File: src/rtl/spi_ctl_pkg.sv
package spi_ctl_pkg;
  localparam int unsigned BUS_AW = 5;
  localparam int unsigned BUS_DW = 32;

  typedef enum logic [2:0] {
    SEL_CTRL = 3'd0,
    SEL_CFG  = 3'd1,
    SEL_TX   = 3'd2,
    SEL_RX   = 3'd3,
    SEL_STAT = 3'd4,
    SEL_MASK = 3'd5
  } reg_sel_e;
endpackage

File: src/rtl/spi_ctl_clkdiv.sv
module spi_ctl_clkdiv #(
  parameter int unsigned SPR_W  = 4,
  parameter int unsigned SPPR_W = 3
) (
  input  logic              clk_i,
  input  logic              rst_ni,
  input  logic              run_i,
  input  logic [SPR_W-1:0]  spr_i,
  input  logic [SPPR_W-1:0] sppr_i,
  output logic              lead_o,
  output logic              trail_o
);
  localparam int unsigned DIV_W = SPR_W + (1 << SPPR_W) - 1;

  logic [SPR_W-1:0] spr_eff;
  logic [DIV_W-1:0] div, half, cnt_q;

  assign spr_eff = (spr_i < SPR_W'(2)) ? SPR_W'(2) : spr_i;
  assign div     = {{(DIV_W-SPR_W){1'b0}}, spr_eff} << sppr_i;
  assign half    = div >> 1;

  always_ff @(posedge clk_i or negedge rst_ni) begin
    if (!rst_ni)                     cnt_q <= '0;
    else if (!run_i)                 cnt_q <= '0;
    else if (cnt_q == div - DIV_W'(1)) cnt_q <= '0;
    else                             cnt_q <= cnt_q + DIV_W'(1);
  end

  // first edge closes the low half, second edge closes the bit
  assign lead_o  = run_i && (cnt_q == half - DIV_W'(1));
  assign trail_o = run_i && (cnt_q == div - DIV_W'(1));
endmodule

File: src/rtl/spi_ctl_shift.sv
module spi_ctl_shift #(
  parameter int unsigned DATA_W = 8
) (
  input  logic              clk_i,
  input  logic              rst_ni,
  input  logic              start_i,
  input  logic [DATA_W-1:0] tx_i,
  input  logic              cpha_i,
  input  logic              lead_i,
  input  logic              trail_i,
  input  logic              miso_i,
  output logic              busy_o,
  output logic              done_o,
  output logic [DATA_W-1:0] rx_o,
  output logic              mosi_o,
  output logic              sclk_ph_o
);
  localparam int unsigned CNT_W = $clog2(DATA_W);

  logic              busy_q, out_q, ph_q, last;
  logic [CNT_W-1:0]  bit_q;
  logic [DATA_W-1:0] tx_sh, rx_sh, rx_q, rx_word;

  assign last    = bit_q == CNT_W'(DATA_W-1);
  assign done_o  = busy_q && trail_i && last;
  assign rx_word = cpha_i ? {rx_sh[DATA_W-2:0], miso_i} : rx_sh;

  always_ff @(posedge clk_i or negedge rst_ni) begin
    if (!rst_ni) begin
      busy_q <= 1'b0;
      out_q  <= 1'b0;
      ph_q   <= 1'b0;
      bit_q  <= '0;
      tx_sh  <= '0;
      rx_sh  <= '0;
      rx_q   <= '0;
    end else if (start_i && !busy_q) begin
      busy_q <= 1'b1;
      ph_q   <= 1'b0;
      bit_q  <= '0;
      if (cpha_i) begin
        tx_sh <= tx_i;
      end else begin
        out_q <= tx_i[DATA_W-1];
        tx_sh <= tx_i << 1;
      end
    end else if (busy_q) begin
      if (lead_i) begin
        ph_q <= 1'b1;
        if (cpha_i) begin
          out_q <= tx_sh[DATA_W-1];
          tx_sh <= tx_sh << 1;
        end else begin
          rx_sh <= {rx_sh[DATA_W-2:0], miso_i};
        end
      end
      if (trail_i) begin
        ph_q  <= 1'b0;
        bit_q <= bit_q + CNT_W'(1);
        if (cpha_i) begin
          rx_sh <= {rx_sh[DATA_W-2:0], miso_i};
        end else if (!last) begin
          out_q <= tx_sh[DATA_W-1];
          tx_sh <= tx_sh << 1;
        end
        if (last) begin
          busy_q <= 1'b0;
          rx_q   <= rx_word;
        end
      end
    end
  end

  assign busy_o    = busy_q;
  assign rx_o      = rx_q;
  assign mosi_o    = out_q;
  assign sclk_ph_o = ph_q;
endmodule

File: src/rtl/spi_ctl_regs.sv
module spi_ctl_regs
  import spi_ctl_pkg::*;
#(
  parameter int unsigned CS_W   = 3,
  parameter int unsigned SPR_W  = 4,
  parameter int unsigned SPPR_W = 3,
  parameter int unsigned DATA_W = 8
) (
  input  logic              clk_i,
  input  logic              rst_ni,
  input  logic              bus_req_i,
  input  logic              bus_we_i,
  input  logic [BUS_AW-1:0] bus_addr_i,
  input  logic [BUS_DW-1:0] bus_wdata_i,
  output logic [BUS_DW-1:0] bus_rdata_o,
  input  logic              busy_i,
  input  logic              done_i,
  input  logic [DATA_W-1:0] rx_i,
  output logic              start_o,
  output logic [DATA_W-1:0] tx_o,
  output logic              cs_en_o,
  output logic [CS_W-1:0]   cs_idx_o,
  output logic [SPR_W-1:0]  spr_o,
  output logic [SPPR_W-1:0] sppr_o,
  output logic              cpol_o,
  output logic              cpha_o,
  output logic              ready_o,
  output logic              mask_o,
  output logic              irq_o
);
  logic              hit, wr;
  reg_sel_e          sel;
  logic              en_q, ready_q, wide_q, stat_q, mask_q;
  logic [CS_W-1:0]   idx_q;
  logic [SPR_W-1:0]  spr_q;
  logic [SPPR_W-1:0] sppr_q;
  logic [1:0]        mode_q;
  logic [DATA_W-1:0] tx_q;
  logic              unused_wdata;

  assign hit = bus_addr_i[1:0] == 2'b00;
  assign sel = reg_sel_e'(bus_addr_i[4:2]);
  assign wr  = bus_req_i && bus_we_i && hit;
  assign start_o = wr && (sel == SEL_TX) && !busy_i;
  assign unused_wdata = ^{bus_wdata_i[BUS_DW-1:14], bus_wdata_i[11:8]};

  always_ff @(posedge clk_i or negedge rst_ni) begin
    if (!rst_ni) begin
      en_q    <= 1'b0;
      idx_q   <= '0;
      ready_q <= 1'b0;
      spr_q   <= '0;
      sppr_q  <= '0;
      wide_q  <= 1'b0;
      mode_q  <= '0;
      tx_q    <= '0;
      stat_q  <= 1'b0;
      mask_q  <= 1'b0;
    end else begin
      if (wr && sel == SEL_CTRL) begin
        en_q  <= bus_wdata_i[0];
        idx_q <= bus_wdata_i[2 +: CS_W];
      end
      if (wr && sel == SEL_CFG) begin
        spr_q  <= bus_wdata_i[SPR_W-1:0];
        sppr_q <= {bus_wdata_i[7:6], bus_wdata_i[4]};
        wide_q <= bus_wdata_i[5];
        mode_q <= bus_wdata_i[13:12];
      end
      if (start_o) tx_q <= bus_wdata_i[DATA_W-1:0];
      if (wr && sel == SEL_MASK) mask_q <= bus_wdata_i[0];

      if (done_i)       ready_q <= 1'b1;
      else if (start_o) ready_q <= 1'b0;

      // completion wins over a same-cycle clear
      if (done_i)                                       stat_q <= 1'b1;
      else if (wr && sel == SEL_STAT && !bus_wdata_i[0]) stat_q <= 1'b0;
    end
  end

  always_comb begin
    bus_rdata_o = '0;
    if (hit) begin
      case (sel)
        SEL_CTRL: bus_rdata_o[2+CS_W-1:0] = {idx_q, ready_q, en_q};
        SEL_CFG: begin
          bus_rdata_o[SPR_W-1:0] = spr_q;
          bus_rdata_o[4]         = sppr_q[0];
          bus_rdata_o[5]         = wide_q;
          bus_rdata_o[7:6]       = sppr_q[2:1];
          bus_rdata_o[13:12]     = mode_q;
        end
        SEL_TX:   bus_rdata_o[DATA_W-1:0] = tx_q;
        SEL_RX:   bus_rdata_o[DATA_W-1:0] = rx_i;
        SEL_STAT: bus_rdata_o[0] = stat_q;
        SEL_MASK: bus_rdata_o[0] = mask_q;
        default:  bus_rdata_o = '0;
      endcase
    end
  end

  assign tx_o     = tx_q;
  assign cs_en_o  = en_q;
  assign cs_idx_o = idx_q;
  assign spr_o    = spr_q;
  assign sppr_o   = sppr_q;
  assign cpol_o   = mode_q[1];
  assign cpha_o   = mode_q[0];
  assign ready_o  = ready_q;
  assign mask_o   = mask_q;
  assign irq_o    = stat_q & mask_q;
endmodule

File: src/rtl/spi_ctl.sv
module spi_ctl
  import spi_ctl_pkg::*;
#(
  parameter int unsigned NUM_CS = 8,
  parameter int unsigned DATA_W = 8,
  parameter int unsigned SPR_W  = 4,
  parameter int unsigned SPPR_W = 3
) (
  input  logic              clk_i,
  input  logic              rst_ni,
  input  logic              bus_req_i,
  input  logic              bus_we_i,
  input  logic [BUS_AW-1:0] bus_addr_i,
  input  logic [BUS_DW-1:0] bus_wdata_i,
  output logic [BUS_DW-1:0] bus_rdata_o,
  output logic              sclk_o,
  output logic              mosi_o,
  input  logic              miso_i,
  output logic [NUM_CS-1:0] cs_no,
  output logic              irq_o
);
  localparam int unsigned CS_W = $clog2(NUM_CS);

  logic              start_w, busy_w, done_w, cs_en_w, cpol_w, cpha_w;
  logic              lead_w, trail_w, ph_w, ready_w, mask_w;
  logic [DATA_W-1:0] tx_w, rx_w;
  logic [CS_W-1:0]   cs_idx_w;
  logic [SPR_W-1:0]  spr_w;
  logic [SPPR_W-1:0] sppr_w;

  spi_ctl_regs #(
    .CS_W(CS_W), .SPR_W(SPR_W), .SPPR_W(SPPR_W), .DATA_W(DATA_W)
  ) u_regs (
    .clk_i(clk_i), .rst_ni(rst_ni),
    .bus_req_i(bus_req_i), .bus_we_i(bus_we_i), .bus_addr_i(bus_addr_i),
    .bus_wdata_i(bus_wdata_i), .bus_rdata_o(bus_rdata_o),
    .busy_i(busy_w), .done_i(done_w), .rx_i(rx_w),
    .start_o(start_w), .tx_o(tx_w), .cs_en_o(cs_en_w), .cs_idx_o(cs_idx_w),
    .spr_o(spr_w), .sppr_o(sppr_w), .cpol_o(cpol_w), .cpha_o(cpha_w),
    .ready_o(ready_w), .mask_o(mask_w), .irq_o(irq_o)
  );

  spi_ctl_clkdiv #(.SPR_W(SPR_W), .SPPR_W(SPPR_W)) u_div (
    .clk_i(clk_i), .rst_ni(rst_ni), .run_i(busy_w),
    .spr_i(spr_w), .sppr_i(sppr_w), .lead_o(lead_w), .trail_o(trail_w)
  );

  spi_ctl_shift #(.DATA_W(DATA_W)) u_shift (
    .clk_i(clk_i), .rst_ni(rst_ni), .start_i(start_w),
    .tx_i(bus_wdata_i[DATA_W-1:0]), .cpha_i(cpha_w),
    .lead_i(lead_w), .trail_i(trail_w), .miso_i(miso_i),
    .busy_o(busy_w), .done_o(done_w), .rx_o(rx_w),
    .mosi_o(mosi_o), .sclk_ph_o(ph_w)
  );

  for (genvar g = 0; g < NUM_CS; g++) begin : g_cs
    assign cs_no[g] = !(cs_en_w && (cs_idx_w == CS_W'(g)));
  end

  assign sclk_o = cpol_w ^ ph_w;

  logic unused_tx;
  assign unused_tx = ^tx_w;
endmodule

File: config.mk
export PLATFORM = sky130hd
export DESIGN_NAME = spi_ctl
export DESIGN_NICKNAME = d
export VERILOG_FILES = /design/src/rtl/spi_ctl_pkg.sv /design/src/rtl/spi_ctl_clkdiv.sv /design/src/rtl/spi_ctl_shift.sv /design/src/rtl/spi_ctl_regs.sv /design/src/rtl/spi_ctl.sv
export SDC_FILE = /design/constraint.sdc
export NUM_CORES = 1
export LEC_CHECK = 0
export BUFFER_PORTS_ARGS = -buffer_cell sky130_fd_sc_hd__buf_2
export CORE_MARGIN = 1.5
export CORE_UTILIZATION = 40
export DETAILED_ROUTE_END_ITERATION = 10
export PLACE_DENSITY_LB_ADDON = 0.2
export SETUP_SLACK_MARGIN = 0.4
export SKIP_LAST_GASP = 1
export SLEW_MARGIN = 40
export SYNTH_ARGS = -nofsm -noshare
export SYNTH_HDL_FRONTEND = slang
export SYNTH_HIERARCHICAL = 1
export SYNTH_SLANG_ARGS = --single-unit
export TNS_END_PERCENT = 10
File: constraint.sdc
create_clock -name clk_i -period 3.8 [get_ports clk_i]
set_input_delay 0.95 -clock clk_i [delete_from_list [all_inputs] [get_ports clk_i]]
set_output_delay 0.95 -clock clk_i [all_outputs]
set_load 0.005 [all_outputs]
==> metrics.md, run 1 <==
| Metric | Value |
|---|---|
| Synth top area cells | dfrtp_1 33%, mux2i_1 5.6%, xnor2_1 4.5%, mux2_2 4.5%, buf_4 3.7% |
| Total CTS buffers | 9 |
| Final Setup Violations | 0 |
| Mapped Area | ~0.0050 mm² |
| Maximum vdd drop | between 0.0002 and 0.00025 V |
| HP Class | reg -> reg |
| Final hold vios | 0 |
| Diode count | 0 |
| Routed vias/inst | between 5 and 6 |
| Worst-case clock buffer depth | 2 |
| Crit. End Element | flip-flop |
| Yosys top cell area share | around 33% |
| Max Slew Vio Count | 0 |
| Layout Utilization | between 50 and 60% |
| Grt ovf | 0 |
| Met3 GRT Util | between 3 and 4% |
| CTS tree | built |
| Cells after Synth | approximately 530 |
| Area Growth Syn to Fin | 20.9% |
| All-Layer GR Usage | 20.1% |
| Outcome | finished clean |
| Synth Warn # | 6 |
| Max Fclk | around 280 MHz |
| Root Buffer | clkbuf_16 |
| Initial antenna violation count | 0 |
| Primary FF master, synth | dfrtp_1 |
| H-tree levels | 3 |
| DRC | 0 |
| Setup TNS | 0 ns |
| Crit start category | flip-flop |
| Initial DRT Pass Iterations | 5 |
| CTS clk-pin slew, worst paths | 0.06 ns |
| Largest area contributor in the netlist | dfrtp_1 |
| # port buffers | 40 |
| Vias | between 4000 and 5000 |
| Average routed wire per standard cell | between 15 and 20 µm |
| Layer with the highest usage | met2 |
| Worst path top cell family by delay | compound AO/OA/AOI/OAI gates |
| Number of synthesized flops with an enable pin | 0 |
| Synth Register Bits | 66 |
| Slew @ Worst Pin | about 0.66 ns |
| Seq/Total Area, Yosys | about a third |
| Placed instance area | approximately 0.0055 mm² |
| Initial core utilization | between 40% and 50% |
| LEAKAGE | ~2.6 nW |
| Critical Path Max Stage Delay | 0.44 ns |
| Die area | 0.0132 mm² |
| Worst-path cell chain | o31ai_4 > a21oi_4 > o31ai_4 > nand2b_4 > ha_4 > inv_1 > a31oi_1 > a21boi_1 > a311o_1 > o21ai_1 > nor4_2 > and2_4 > nor3b_4 > o21a_4 > buf_4 > a221o_1 |
| Buf/Inv on CP | 2 |
| CP arrival | 3.73 ns |
| Max FO, Critical Path | 7 |
| Async SR Flop Fraction | 100% |
| Avg Synthesized Cell Area | approximately 9.5 µm² |
| CP required | between 4 and 5 ns |
| Distinct cell type count of the synthesized netlist | 81 |
| Final Net Count | 636 |
| Routing usage on met2 | about 31% |
| Vias in the first global route | 3961 |
| DP HPWL | 9150 µm |
| RSZ-0062 raised after global routing | true |
| Pwr dens | 458 mW/mm² |
| Final instance area | ~0.0061 mm² |
| Final min period | 3.52 ns |
| Final period util | 92.7% |
| Post-Route Skew | approximately 0.0073 ns |
| I/O Pins | 85 |
| Met1 Use GR | between 20% and 30% |
| Worst-Skew Late Latency | between 0.3 and 0.4 ns |
| # rows | 40 |
| Antenna viol nets, final | 0 |
| Rel. slew slack | a little under three fifths |
| First-pass GRT wire length | approximately 21000 µm |
| Core ar. | 0.0121 mm² |
| Die X-Extent | roughly 110 µm |
| Maxcap violations | 0 |
| Final GP Congestion | about 0.90 |
| Worst path slowest cell | dfrtp_2 |
| Clock Sinks | 66 |
| Cell repeated most along the worst path | o31ai_4 |
| Initial drt markers | between 200 and 300 |
| Kind of critical path | reg -> reg |
| Layout cells sized above 1 | between 30% and 40% |
| Die height | around 110 µm |
| Final WL | around 13000 µm |
| Largest net degree at the start of global routing | 45 |
==> where the power goes <==
part           internal (mW)  switching, mW  leakage, nW
clock network          0.519          0.343        0.145
logic                  0.505          0.532         1.61
registers              0.775          0.101        0.876
==> cell families after synthesis <==
family,count (synthesis),synth area share (%)
xor+xnor,39,7.18
flops,66,32.9
mux,66,15.0
fa+ha+maj,5,1.25
buf+inv,73,8.51
other cells,1,0.0748
simple gates,172,18.9
compound gates,107,16.2
==> routing by layer <==
| metal | routed length (µm) | up-vias |
|---|---|---|
| met5 | 0 | - |
| met4 | 164 | 0 |
| met3 | 551 | 14 |
| met2 | 5950 | 115 |
| met1 | 6090 | 2062 |
| li1 | - | 1991 |
==> area by class of cell <==
| type | count | area, µm² |
|---|---|---|
| multi-input cells | 411 | 3260 |
| clock buffers | 9 | 225 |
| flip-flops and latches | 66 | 1660 |
| fillers | 1127 | 6050 |
| inverters | 13 | 48.8 |
| clock inverters | 7 | 82.6 |
| well taps | 168 | 210 |
| repair buffers | 88 | 574 |
==> metrics by stage <==
step	cells	total power [mW]	hold slack (ns)	setup WS, ns
after global placement	733	1.79	0.468	0.00182
after CTS	759	2.76	0.482	0.279
after floorplan	550	1.61	0.444	0.180
final	762	2.78	0.482	0.279
after global routing	762	2.92	0.511	0.0620
after detailed placement	733	1.81	0.469	0.00850
==> placed cells by master (no fill, tap or decap), types with 7 or more instances in the layout <==
| cell | count |
|---|---|
| mux2i_1 | 28 |
| nor2_2 | 11 |
| o211ai_1 | 7 |
| a31oi_1 | 8 |
| buf_4 | 46 |
| clkbuf_16 | 9 |
| inv_1 | 12 |
| conb_1 | 22 |
| mux2_4 | 17 |
| nor2_1 | 28 |
| nor3_1 | 10 |
| xor2_1 | 11 |
| mux2_2 | 20 |
| o21ai_0 | 16 |
| nand2_1 | 38 |
| buf_2 | 39 |
| dfrtp_1 | 60 |
| a21oi_1 | 13 |
| nand3_1 | 16 |
| xnor2_1 | 24 |
| and3_1 | 9 |
==> repair_timing <==
action	CTS	global route
setup endpoints to repair	31	32
resized for setup	27	3
hold endpoints to repair	0	0
hold buffers	0	0
setup buffers	10	3
pin swaps	19	0
==> path summary, 6_finish.rpt <==
check,start,to,slack (ns),cells past startpoint
hold / removal,u_regs/ready_o,u_regs/ready_o,0.48,1
setup / recovery,u_regs/spr_o[1],u_shift/tx_sh[6],0.28,16
min in group asynchronous,rst_ni,u_shift/rx_o[5],0.61,1
setup reg to reg,u_regs/spr_o[1],u_shift/tx_sh[6],0.28,16
max in group asynchronous,rst_ni,u_regs/mode_q[0],2.45,2
hold reg to reg,u_regs/ready_o,u_regs/ready_o,0.48,1
==> synth_stat cells (all sizes together) (3+ instances only) <==
master	count
a211oi	3
o2111ai	3
dfrtp	66
or2	4
a21o	3
nand4b	5
xnor2	27
nand3b	5
nand2b	5
mux2i	28
buf	42
a31o	3
xor2	12
o211ai	7
or3	5
and2	7
a21oi	16
ha	5
o21a	3
mux2	37
clkbuf	18
inv	13
o31ai	6
a22oi	4
o21ai	21
nor2	40
nand3	17
a221o	6
nor3	11
o22a	3
nor4	6
nand4	3
nand2	39
o311a	3
nor2b	3
and3	10
a31oi	8
nand4bb	3
==> worst reg2reg max path: stages, from the launching register on <==
cell      delay (ns)
dfrtp_2         0.44
o31ai_4         0.31
a21oi_4         0.10
o31ai_4         0.07
nand2b_4        0.20
ha_4            0.22
inv_1           0.08
a31oi_1         0.23
a21boi_1        0.14
a311o_1         0.33
o21ai_1         0.15
nor4_2          0.09
and2_4          0.16
nor3b_4         0.15
o21a_4          0.23
buf_4           0.16
a221o_1         0.35
==> registers in the layout, summed over array words and instances, names as in the netlist, 2 cells and up <==
| register | count |
|---|---|
| u_shift/rx_o | 8 |
| u_regs/spr_o | 4 |
| u_shift/rx_sh | 8 |
| u_div/cnt_q | 11 |
| u_regs/mode_q | 2 |
| u_shift/bit_q | 3 |
| u_regs/tx_o | 8 |
| u_shift/tx_sh | 8 |
| u_regs/sppr_o | 3 |
| u_regs/cs_idx_o | 3 |
Power figures use the tool's default switching activity.
==> run 2, diff against run 1 <==
- CORE_UTILIZATION: 40 -> 52
- SETUP_SLACK_MARGIN: 0.4 -> 0.05
==> run 2 against run 1 <==
  * Register-to-register slack got worse by 0.21 ns
  * Via count rose by 0.36%
  * First-iteration DRC count is 18% lower
  * Critical endpoint is now u_shift/tx_sh[1]
  * Largest cell class unchanged
  * Highest routed layer unchanged
==> metrics.md, run 2 (synthesis results as in run 1) <==
| Metric | Value |
|---|---|
| Antenna viol nets, final | 0 |
| CTS tree | built |
| HP Class | reg -> reg |
| Final WL | 11900 µm |
| Fillers | 793 |
| Final hold vios | 0 |
| Pwr dens | around 420 mW/mm² |
| Maxcap violations | 0 |
| Root Buffer | clkbuf_8 |
| CTS clk-pin slew, worst paths | 0.08 ns |
| Post-Route Skew | 0.0139 ns |
| Place WS | -0.0926 ns |
| Slew @ Worst Pin | about 0.65 ns |
| Final instance area | between 0.005 and 0.006 mm² |
| Die height | around 100 µm |
| Vias | 4197 |
| Final worst slack | approximately 0.066 ns |
| Final period util | a little over nine tenths |
| Setup TNS | 0 ns |
| I/O Pins | 85 |
| Worst-path cell chain | o31ai_4 > a21oi_4 > o31ai_4 > nand2b_4 > ha_2 > o311a_2 > o21bai_1 > a2111oi_4 > o2111ai_2 > nor4_2 > and2_4 > nor3b_4 > o21a_4 > a21oi_4 > a221o_1 |
| Buf/Inv on CP | 0 |
| # port buffers | 40 |
| Most frequent cells in the layout | 62 x dfrtp_1, 44 x buf_4, 40 x buf_2 |
| DP HPWL | 8880 µm |
| Die X-Extent | 101 µm |
| Final Net Count | between 600 and 700 |
| Register area | between 0.0015 and 0.002 mm² |
| Placed instance area | 0.00546 mm² |
| Routed vias/inst | 5.84 |
| Final GP Congestion | 0.930 |
| Rel. slew slack | between 50% and 60% |
| Vias in the first global route | 3943 |
| CP arrival | 3.97 ns |
| DRC | 0 |
| Core ar. | just over 0.009 mm² |
| Diode count | 0 |
| Worst-Skew Late Latency | 0.35 ns |
| Grt ovf | 0 |
| Area Growth Syn to Fin | 14.3% |
| Initial core utilization | roughly 54% |
| Max Slew Vio Count | 0 |
| Kind of critical path | reg -> reg |
| Outcome | finished clean |
| Worst-case clock buffer depth | 2 |
| Clock Sinks | 66 |
| Crit start category | flip-flop |
| Layout cells sized above 1 | slightly above 30% |
| Max FO, Critical Path | 7 |
| Biggest register | u_div/cnt_q |
| Worst path top cell family by delay | compound AO/OA/AOI/OAI gates |
| Final Setup Violations | 0 |
| First-pass GRT wire length | between 15000 and 20000 µm |
| Power consumption | between 2 and 2.5 mW |
| Max reg flops | 11 |
| # rows | 35 |
| Worst path slowest cell | dfrtp_2 |
| Commonest non-fill, non-tap cell in the layout | dfrtp_1 |
| Maximum vdd drop | roughly 0.00026 V |
| Initial drt markers | between 200 and 250 |
| H-tree levels | 3 |
| Final min period | 3.73 ns |
| Die area | between 0.01 and 0.015 mm² |
| All-Layer GR Usage | between 20% and 30% |
| Average routed wire per standard cell | 16.6 µm |
| Critical Path Max Stage Delay | around 0.45 ns |
| Area of the multi-input gates | between 0.003 and 0.004 mm² |
| Initial DRT Pass Iterations | 5 |
| Largest net degree at the start of global routing | 37 |
| Layout Utilization | 61.8% |
| Max Fclk | about 270 MHz |
| RSZ-0062 raised after global routing | true |
| Crit. End Element | flip-flop |
| LEAKAGE | ~2.5 nW |
| Initial antenna violation count | 0 |
| Total CTS buffers | 9 |
| CP required | ~4.0 ns |
-- run 2: cell types whose count changed in the layout (fill, tap and decap cells not counted), moves of 2 or more --
cell / delta
buf_4: -2
buf_6: -3
clkbuf_16: -9
clkbuf_8: +9
dfrtp_1: +2
dfrtp_2: -2
mux2_1: +8
mux2_4: -8
-- run 2: path summary, 6_finish.rpt --
kind,start,endpoint,slack (ns),depth (start not counted)
setup / recovery,u_regs/spr_o[1],u_shift/tx_sh[1],0.07,15
hold / removal,u_regs/ready_o,u_regs/ready_o,0.48,1
setup reg to reg,u_regs/spr_o[1],u_shift/tx_sh[1],0.07,15
hold reg to reg,u_regs/ready_o,u_regs/ready_o,0.48,1
max in group asynchronous,rst_ni,u_shift/bit_q[2],2.51,2
min in group asynchronous,rst_ni,u_shift/rx_o[1],0.52,1
-- run 2: repair_timing --
item,4_1_cts,5_1_grt
hold buffers,0,0
cloned,0,0
setup endpoints to repair,23,19
pin swaps,3,4
buffers inserted,1,3
resized for setup,7,5
-- run 2: layout make-up --
cell class,count,area share [%]
Sequential cell,66,28.9
Clock inverter,7,1.33
Inverter,13,0.851
Multi-Input combinational cell,411,54.7
Timing Repair Buffer,84,9.25
Tap cell,129,2.82
Clock buffer,9,2.16
-- run 2: where the power goes --
group          switching (mW)  internal (mW)  total [mW]  leakage [nW]
Combinational           0.512          0.449       0.961          1.57
Clock                   0.294          0.307       0.601        0.0962
Sequential             0.0872          0.773       0.860         0.878
-- run 2: routing by layer --
layer / global-route usage, % / routed length [µm]
met1: 34.0 / 5490
met2: 38.7 / 5470
met3: 5.59 / 702
met4: 8.01 / 238
met5: 0 / 0
-- run 2: stage by stage --
step / cells / hold WS, ns
2_1_floorplan: 550 / 0.444
3_3_place_gp: 699 / 0.468
3_5_place_dp: 699 / 0.468
4_1_cts: 716 / 0.488
5_1_grt: 719 / 0.498
6_report: 719 / 0.485
